### src/rtl/snl_pkg.sv
package snl_pkg;
  typedef enum logic [1:0] {
    SEL_GOLD = 2'd0,
    SEL_MAP  = 2'd1,
    SEL_NBR  = 2'd2,
    SEL_NONE = 2'd3
  } cfg_sel_e;

  typedef enum logic [1:0] {
    ST_COLLECT = 2'd0,
    ST_SCAN    = 2'd1,
    ST_HOLD    = 2'd2
  } walk_state_e;
endpackage

### src/rtl/snl_table_store.sv
module snl_table_store #(
  parameter int N  = 8,
  parameter int M  = 4,
  parameter int AW = 3,
  parameter int NW = 2,
  parameter int CW = 8
) (
  input  logic            clk,
  input  logic            rst,
  input  logic            cfg_we,
  input  logic [1:0]      cfg_sel,
  input  logic [AW-1:0]   cfg_addr,
  input  logic [CW-1:0]   cfg_data,
  input  logic [AW-1:0]   rd_row,
  output logic [N-1:0]    gold_q,
  output logic [N*NW-1:0] map_flat,
  output logic [M*M-1:0]  nbr_flat
);
  import snl_pkg::*;

  // golden rows: single write port, registered read (block RAM friendly)
  logic [N-1:0] gold_mem [N];

  always_ff @(posedge clk) begin
    if (cfg_we && cfg_sel == SEL_GOLD) gold_mem[cfg_addr] <= cfg_data[N-1:0];
    gold_q <= gold_mem[rd_row];
  end

  for (genvar p = 0; p < N; p++) begin : g_map
    logic [NW-1:0] net_idx;
    always_ff @(posedge clk) begin
      if (rst) net_idx <= '0;
      else if (cfg_we && cfg_sel == SEL_MAP && cfg_addr == AW'(p))
        net_idx <= cfg_data[NW-1:0];
    end
    assign map_flat[p*NW +: NW] = net_idx;
  end

  for (genvar r = 0; r < M; r++) begin : g_nbr
    logic [M-1:0] row_bits;
    always_ff @(posedge clk) begin
      if (rst) row_bits <= '0;
      else if (cfg_we && cfg_sel == SEL_NBR && cfg_addr == AW'(r))
        row_bits <= cfg_data[M-1:0];
    end
    assign nbr_flat[r*M +: M] = row_bits;
  end
endmodule

### src/rtl/snl_pair_fold.sv
module snl_pair_fold #(
  parameter int N  = 8,
  parameter int M  = 4,
  parameter int AW = 3,
  parameter int NW = 2
) (
  input  logic [AW-1:0]   row,
  input  logic [N-1:0]    bits,
  input  logic [N-1:0]    gold,
  input  logic [N*NW-1:0] map_flat,
  output logic [M*M-1:0]  pairs
);
  logic [NW-1:0] net_i;
  logic [NW-1:0] net_j;

  assign net_i = map_flat[int'(row)*NW +: NW];

  // undesigned edges only, folded onto the upper triangle of the net matrix
  always_comb begin
    pairs = '0;
    net_j = '0;
    for (int j = 0; j < N; j++) begin
      net_j = map_flat[j*NW +: NW];
      if (bits[j] && !gold[j] && net_i != net_j) begin
        if (net_i < net_j) pairs[int'(net_i)*M + int'(net_j)] = 1'b1;
        else               pairs[int'(net_j)*M + int'(net_i)] = 1'b1;
      end
    end
  end
endmodule

### src/rtl/snl_pair_report.sv
module snl_pair_report #(
  parameter int M  = 4,
  parameter int NW = 2
) (
  input  logic           clk,
  input  logic           rst,
  input  logic           fold_en,
  input  logic           fold_last,
  input  logic [M*M-1:0] fold_pairs,
  input  logic [M*M-1:0] nbr_flat,
  output logic           busy,
  output logic           out_valid,
  input  logic           out_ready,
  output logic [NW-1:0]  out_first,
  output logic [NW-1:0]  out_second,
  output logic           done
);
  import snl_pkg::*;

  walk_state_e   state;
  logic [M*M-1:0] acc;
  logic [NW-1:0] pa, pb, na, nb;
  logic          hit, last_pair, step;

  assign hit       = acc[int'(pa)*M + int'(pb)] & nbr_flat[int'(pa)*M + int'(pb)];
  assign last_pair = (pa == NW'(M-2)) && (pb == NW'(M-1));
  assign step      = (state == ST_SCAN && !hit) || (state == ST_HOLD && out_ready);
  assign busy      = (state != ST_COLLECT);

  always_comb begin
    if (pb == NW'(M-1)) begin
      na = pa + NW'(1);
      nb = pa + NW'(2);
    end else begin
      na = pa;
      nb = pb + NW'(1);
    end
  end

  always_ff @(posedge clk) begin
    if (rst) begin
      state      <= ST_COLLECT;
      acc        <= '0;
      pa         <= '0;
      pb         <= NW'(1);
      out_valid  <= 1'b0;
      out_first  <= '0;
      out_second <= '0;
      done       <= 1'b0;
    end else begin
      done <= 1'b0;
      case (state)
        ST_COLLECT: begin
          pa <= '0;
          pb <= NW'(1);
          if (fold_en) begin
            acc <= acc | fold_pairs;
            if (fold_last) state <= ST_SCAN;
          end
        end
        ST_SCAN: begin
          if (hit) begin
            out_valid  <= 1'b1;
            out_first  <= pa;
            out_second <= pb;
            state      <= ST_HOLD;
          end
        end
        ST_HOLD: begin
          if (out_ready) out_valid <= 1'b0;
        end
        default: state <= ST_COLLECT;
      endcase
      if (step) begin
        if (last_pair) begin
          done  <= 1'b1;
          acc   <= '0;
          state <= ST_COLLECT;
        end else begin
          pa    <= na;
          pb    <= nb;
          state <= ST_SCAN;
        end
      end
    end
  end
endmodule

### src/rtl/snl_locator.sv
module snl_locator #(
  parameter int NPADS = 8,
  parameter int NNETS = 4
) (
  input  logic                       clk,
  input  logic                       rst,
  input  logic                       cfg_we,
  input  logic [1:0]                 cfg_sel,
  input  logic [$clog2(NPADS)-1:0]   cfg_addr,
  input  logic [((NPADS > NNETS) ? NPADS : NNETS)-1:0] cfg_data,
  input  logic                       meas_valid,
  input  logic [$clog2(NPADS)-1:0]   meas_row,
  input  logic [NPADS-1:0]           meas_bits,
  input  logic                       meas_last,
  output logic                       out_valid,
  input  logic                       out_ready,
  output logic [$clog2(NNETS)-1:0]   out_first,
  output logic [$clog2(NNETS)-1:0]   out_second,
  output logic                       done
);
  localparam int AW = $clog2(NPADS);
  localparam int NW = $clog2(NNETS);
  localparam int CW = (NPADS > NNETS) ? NPADS : NNETS;

  logic [NPADS-1:0]    gold_q;
  logic [NPADS*NW-1:0] map_flat;
  logic [NNETS*NNETS-1:0] nbr_flat, fold_pairs;
  logic                busy, accept;
  logic                s1_valid, s1_last;
  logic [AW-1:0]       s1_row;
  logic [NPADS-1:0]    s1_bits;

  // rows after the flagged last one are dropped until the walk ends
  assign accept = meas_valid && !busy && !(s1_valid && s1_last);

  always_ff @(posedge clk) begin
    if (rst) begin
      s1_valid <= 1'b0;
      s1_last  <= 1'b0;
      s1_row   <= '0;
      s1_bits  <= '0;
    end else begin
      s1_valid <= accept;
      s1_last  <= meas_last;
      s1_row   <= meas_row;
      s1_bits  <= meas_bits;
    end
  end

  snl_table_store #(.N(NPADS), .M(NNETS), .AW(AW), .NW(NW), .CW(CW)) u_store (
    .clk(clk), .rst(rst), .cfg_we(cfg_we), .cfg_sel(cfg_sel),
    .cfg_addr(cfg_addr), .cfg_data(cfg_data), .rd_row(meas_row),
    .gold_q(gold_q), .map_flat(map_flat), .nbr_flat(nbr_flat)
  );

  snl_pair_fold #(.N(NPADS), .M(NNETS), .AW(AW), .NW(NW)) u_fold (
    .row(s1_row), .bits(s1_bits), .gold(gold_q),
    .map_flat(map_flat), .pairs(fold_pairs)
  );

  snl_pair_report #(.M(NNETS), .NW(NW)) u_report (
    .clk(clk), .rst(rst), .fold_en(s1_valid), .fold_last(s1_last),
    .fold_pairs(fold_pairs), .nbr_flat(nbr_flat), .busy(busy),
    .out_valid(out_valid), .out_ready(out_ready), .out_first(out_first),
    .out_second(out_second), .done(done)
  );
endmodule

### config.mk
export PLATFORM = sky130hd
export DESIGN_NAME = snl_locator
export DESIGN_NICKNAME = d
export VERILOG_FILES = /design/src/rtl/snl_pkg.sv /design/src/rtl/snl_table_store.sv /design/src/rtl/snl_pair_fold.sv /design/src/rtl/snl_pair_report.sv /design/src/rtl/snl_locator.sv
export SDC_FILE = /design/constraint.sdc
export NUM_CORES = 1
export LEC_CHECK = 0
export ABC_AREA = 1
export BUFFER_PORTS_ARGS = -buffer_cell sky130_fd_sc_hd__buf_2
export CAP_MARGIN = 10
export CELL_PAD_IN_SITES_DETAIL_PLACEMENT = 1
export CELL_PAD_IN_SITES_GLOBAL_PLACEMENT = 2
export CORE_MARGIN = 1
export CORE_UTILIZATION = 35
export CTS_CLUSTER_DIAMETER = 60
export DETAILED_ROUTE_END_ITERATION = 12
export PLACE_DENSITY = 0.85
export SYNTH_ARGS = -nofsm -noshare
export SYNTH_HDL_FRONTEND = slang
export SYNTH_SLANG_ARGS = --single-unit
### constraint.sdc
create_clock -name clk -period 3.15 [get_ports clk]
set_input_delay 0.315 -clock clk [delete_from_list [all_inputs] [get_ports clk]]
set_output_delay 0.315 -clock clk [all_outputs]
set_load 0.1 [all_outputs]
==> results_dict.tcl <==
set metrics [dict create \
    drc 0 \
    syn_area_um2 8770 \
    io_pins 36 \
    drive_above_1_share_pct 8.46 \
    die_x_um 160 \
    setup_ws_ns 0.260 \
    reg2reg_slack_ns 0.26 \
    synth.distinct_cells 32 \
    post-place-ws_ns 0.132 \
    place_inst 1627 \
    fin_cells 1659 \
    whs_ns 0.0884 \
    final_core_util_pct 40.2 \
    slew_headroom_pct 36.5 \
    initial_core_util_pct 35.8 \
    post-route-period-util_pct 91.7 \
    ir_drop_mv 0.406 \
    die_h_um 160 \
    placed_area_um2 9230 \
    r2r_cells 16 \
    crit_path_start_kind "flip-flop" \
    synth.area.top_cells "edfxtp_1 (22%), dfxtp_1 (18%), nand2_1 (15%)" \
    tightest_slew_ns 0.951 \
    antenna_found_initial 1 \
    grt_pass1_wl_um 48400 \
    yosys.cell_count.top_type "nand2_1" \
    rsz0062_at_grt "no" \
    hold_viol 0 \
    grt_overflow 0 \
    finalSetupViolations 0 \
    power_density_nw_per_um2 540 \
    htreeDepth 4 \
    path_cells "inv_1 > nand2_1 > nand3_1 > nand3_1 > nand2_4 > ha_1 > nand2_1 > nand2_1 > inv_1 > buf_4 > nand3_1 > nand2_1 > nor2_1 > nand2_1 > nand2_1 > a21oi_1" \
    drtIter0Drc 597 \
    clock_sinks 145 \
    status "complete, no violations" \
    place.gp.congestion 0.888 \
    grt_use_total_pct 24.2 \
    total_power_mw 5.32 \
    fin_area_um2 9850 \
    synthCells 1302 \
    root_buffer "clkbuf_16" \
    grt_max_degree 39 \
    syn_avg_cell_area_um2 6.74 \
    dp_hpwl_um 21900 \
    fin_crit_ns 2.89 \
    grt_pass1_vias 8736 \
    yosys_most_used_dff "dfxtp_1" \
    holdPathEnd "s1_last$_SDFF_PP0_" \
    dr.pass1.iters 4 \
    r2r_end "u_report.acc[9]$_SDFF_PP0_" \
    synth_nets 1350 \
    hold_start "meas_last" \
    setup-tns-final_ns 0 \
    p_leak_nw 4.49 \
    wirelength_um 30500 \
    cts_tree "yes" \
    core-area_um2 24500 \
    hold_depth 3 \
    via_per_inst 5.32 \
    crit_fanout 24 \
    worstSkewPairLatency_ns 0.44 \
    fmax_mhz 346 \
    clockBufferDepth 2 \
    criticalPathCategory "reg -> reg" \
    cp.required_ns 3.44 \
    skew_ns 0.0146 \
    synth-seq-cells 145 \
    yosysWarnings 0 \
    drv_cap 0 \
    antennaDiodeCount 0 \
    numCtsBuffers 17 \
    r2r_start "u_store.g_map[5].net_idx[0]$_SDFFE_PP0P_" \
    seq_area_frac_synth_pct 40.4 \
    cp.arrival_ns 3.18 \
    synth_top_area_share_pct 21.9 \
    endpoint_kind "flip-flop" \
    synth_common_cells "nand2_1 (354), nand3_1 (217), nor2_1 (193), inv_1 (109), dfxtp_1 (81)" \
    syn_to_final_growth_pct 12.3 \
    cpPeakStageDelay_ns 0.47 \
    cp_slowest_cell "dfxtp_1" \
    fillCellCount 3172 \
    synth_edf_count 64 \
    fin_nets 1370 \
    io_buffer_count 35 \
    avgRoutedWirePerCell_um 18.4 \
    ant_nets 0 \
    synth-async-reset-ratio_pct 0 \
    crit_path_frequent_cell "nand2_1" \
    yosys.area.top_type "edfxtp_1" \
    clkTransAtPathRegs_ns 0.07 \
    die-area_um2 25700 \
    rows 57 \
    hp-class "in -> reg" \
    drv_slew 0 \
    vias 8820 \
]
[report_power, final]
group | switching, mW | internal (mW) | leakage, nW | total, mW
clock | 0.995 | 1.08 | 0.293 | 2.07
combinational | 0.806 | 0.320 | 2.96 | 1.13
sequential | 0.0819 | 2.04 | 1.24 | 2.12
total | 1.88 | 3.44 | 4.49 | 5.32
[repair_timing]
item,CTS,global route
hold buffers,0,0
resized for setup,0,2
setup buffers,0,0
endpoints found under the setup margin,0,13
[layout by cell type (no fill, tap or decap), types with 2 or more instances in the layout]
cell,n
dfxtp_1,80
buf_2,35
a211oi_1,2
clkbuf_16,17
buf_4,29
nor2_1,193
a31oi_1,11
nor3_1,18
nand2_2,2
and3_1,2
o21ai_0,77
inv_2,8
inv_8,6
clkinv_8,4
o22ai_1,9
nand2_4,2
a221oi_1,3
edfxtp_1,64
nand3_1,217
ha_1,18
nand2_1,354
nand4_1,2
clkinv_4,3
a21oi_1,58
inv_1,109
[cell families (layout without fill, tap and decap cells)]
| kind of cell | after synthesis | after routing | synth area share [%] |
|---|---|---|---|
| AO/OA/AOI/OAI | 164 | 164 | 10.1 |
| adder cells (fa/ha/maj) | 18 | 18 | 2.57 |
| buffers and inverters | 183 | 216 | 9.19 |
| flip-flops | 145 | 145 | 40.4 |
| AND/OR/NAND/NOR | 792 | 792 | 37.8 |
[state kept, by name, indices dropped and copies added, names as in the netlist]
register / cells
s1_bits: 8
s1_last: 1
s1_row: 3
s1_valid: 1
u_report.acc: 16
u_report.done: 1
u_report.out_first: 2
u_report.out_second: 2
u_report.out_valid: 1
u_report.pa: 2
u_report.pb: 2
u_report.state: 2
u_store.g_map.net_idx: 16
u_store.g_nbr.row_bits: 16
u_store.gold_mem: 64
u_store.gold_q: 8
[worst max-delay path, delay by kind of cell (launching register included)]
family / cells / cell delay, ns
and+or+nand+nor: 11 / 1.32
buffers and inverters: 3 / 0.51
DFF: 1 / 0.47
adders and majority gates: 1 / 0.36
AOI/OAI and AO/OA: 1 / 0.06
[routing by layer]
layer,global-route usage [%],vias up,wire (um)
li1,-,4332,-
met1,32.3,4245,14100
met2,40.0,207,14300
met3,3.93,36,1500
met4,7.53,0,585
met5,0,-,0
[worst max path at each step]
stage	startpoint	to	slack, ns	depth (start not counted)
CTS	s1_row[0]$_SDFF_PP0_	u_report.acc[9]$_SDFF_PP0_	0.11	16
finish	u_store.g_map[5].net_idx[0]$_SDFFE_PP0P_	u_report.acc[9]$_SDFF_PP0_	0.26	16
floorplan	s1_row[0]$_SDFF_PP0_	u_report.acc[2]$_SDFF_PP0_	0.69	19
global placement	s1_row[0]$_SDFF_PP0_	u_report.acc[9]$_SDFF_PP0_	0.24	16
detailed placement	s1_row[0]$_SDFF_PP0_	u_report.acc[9]$_SDFF_PP0_	0.13	16
global route	u_store.g_map[5].net_idx[0]$_SDFFE_PP0P_	u_report.acc[12]$_SDFF_PP0_	0.07	15
[cell type report]
type / instances / area [um^2] / share of cell area (%)
clock buffer: 17 / 425 / 4.32
clock inverter: 15 / 183 / 1.86
inverter: 119 / 449 / 4.56
multi-input combinational: 974 / 4430 / 44.9
sequential: 145 / 3540 / 36.0
tap: 324 / 405 / 4.12
timing repair buffer: 65 / 413 / 4.19
Note: power is estimated with default switching activity, not from simulation.
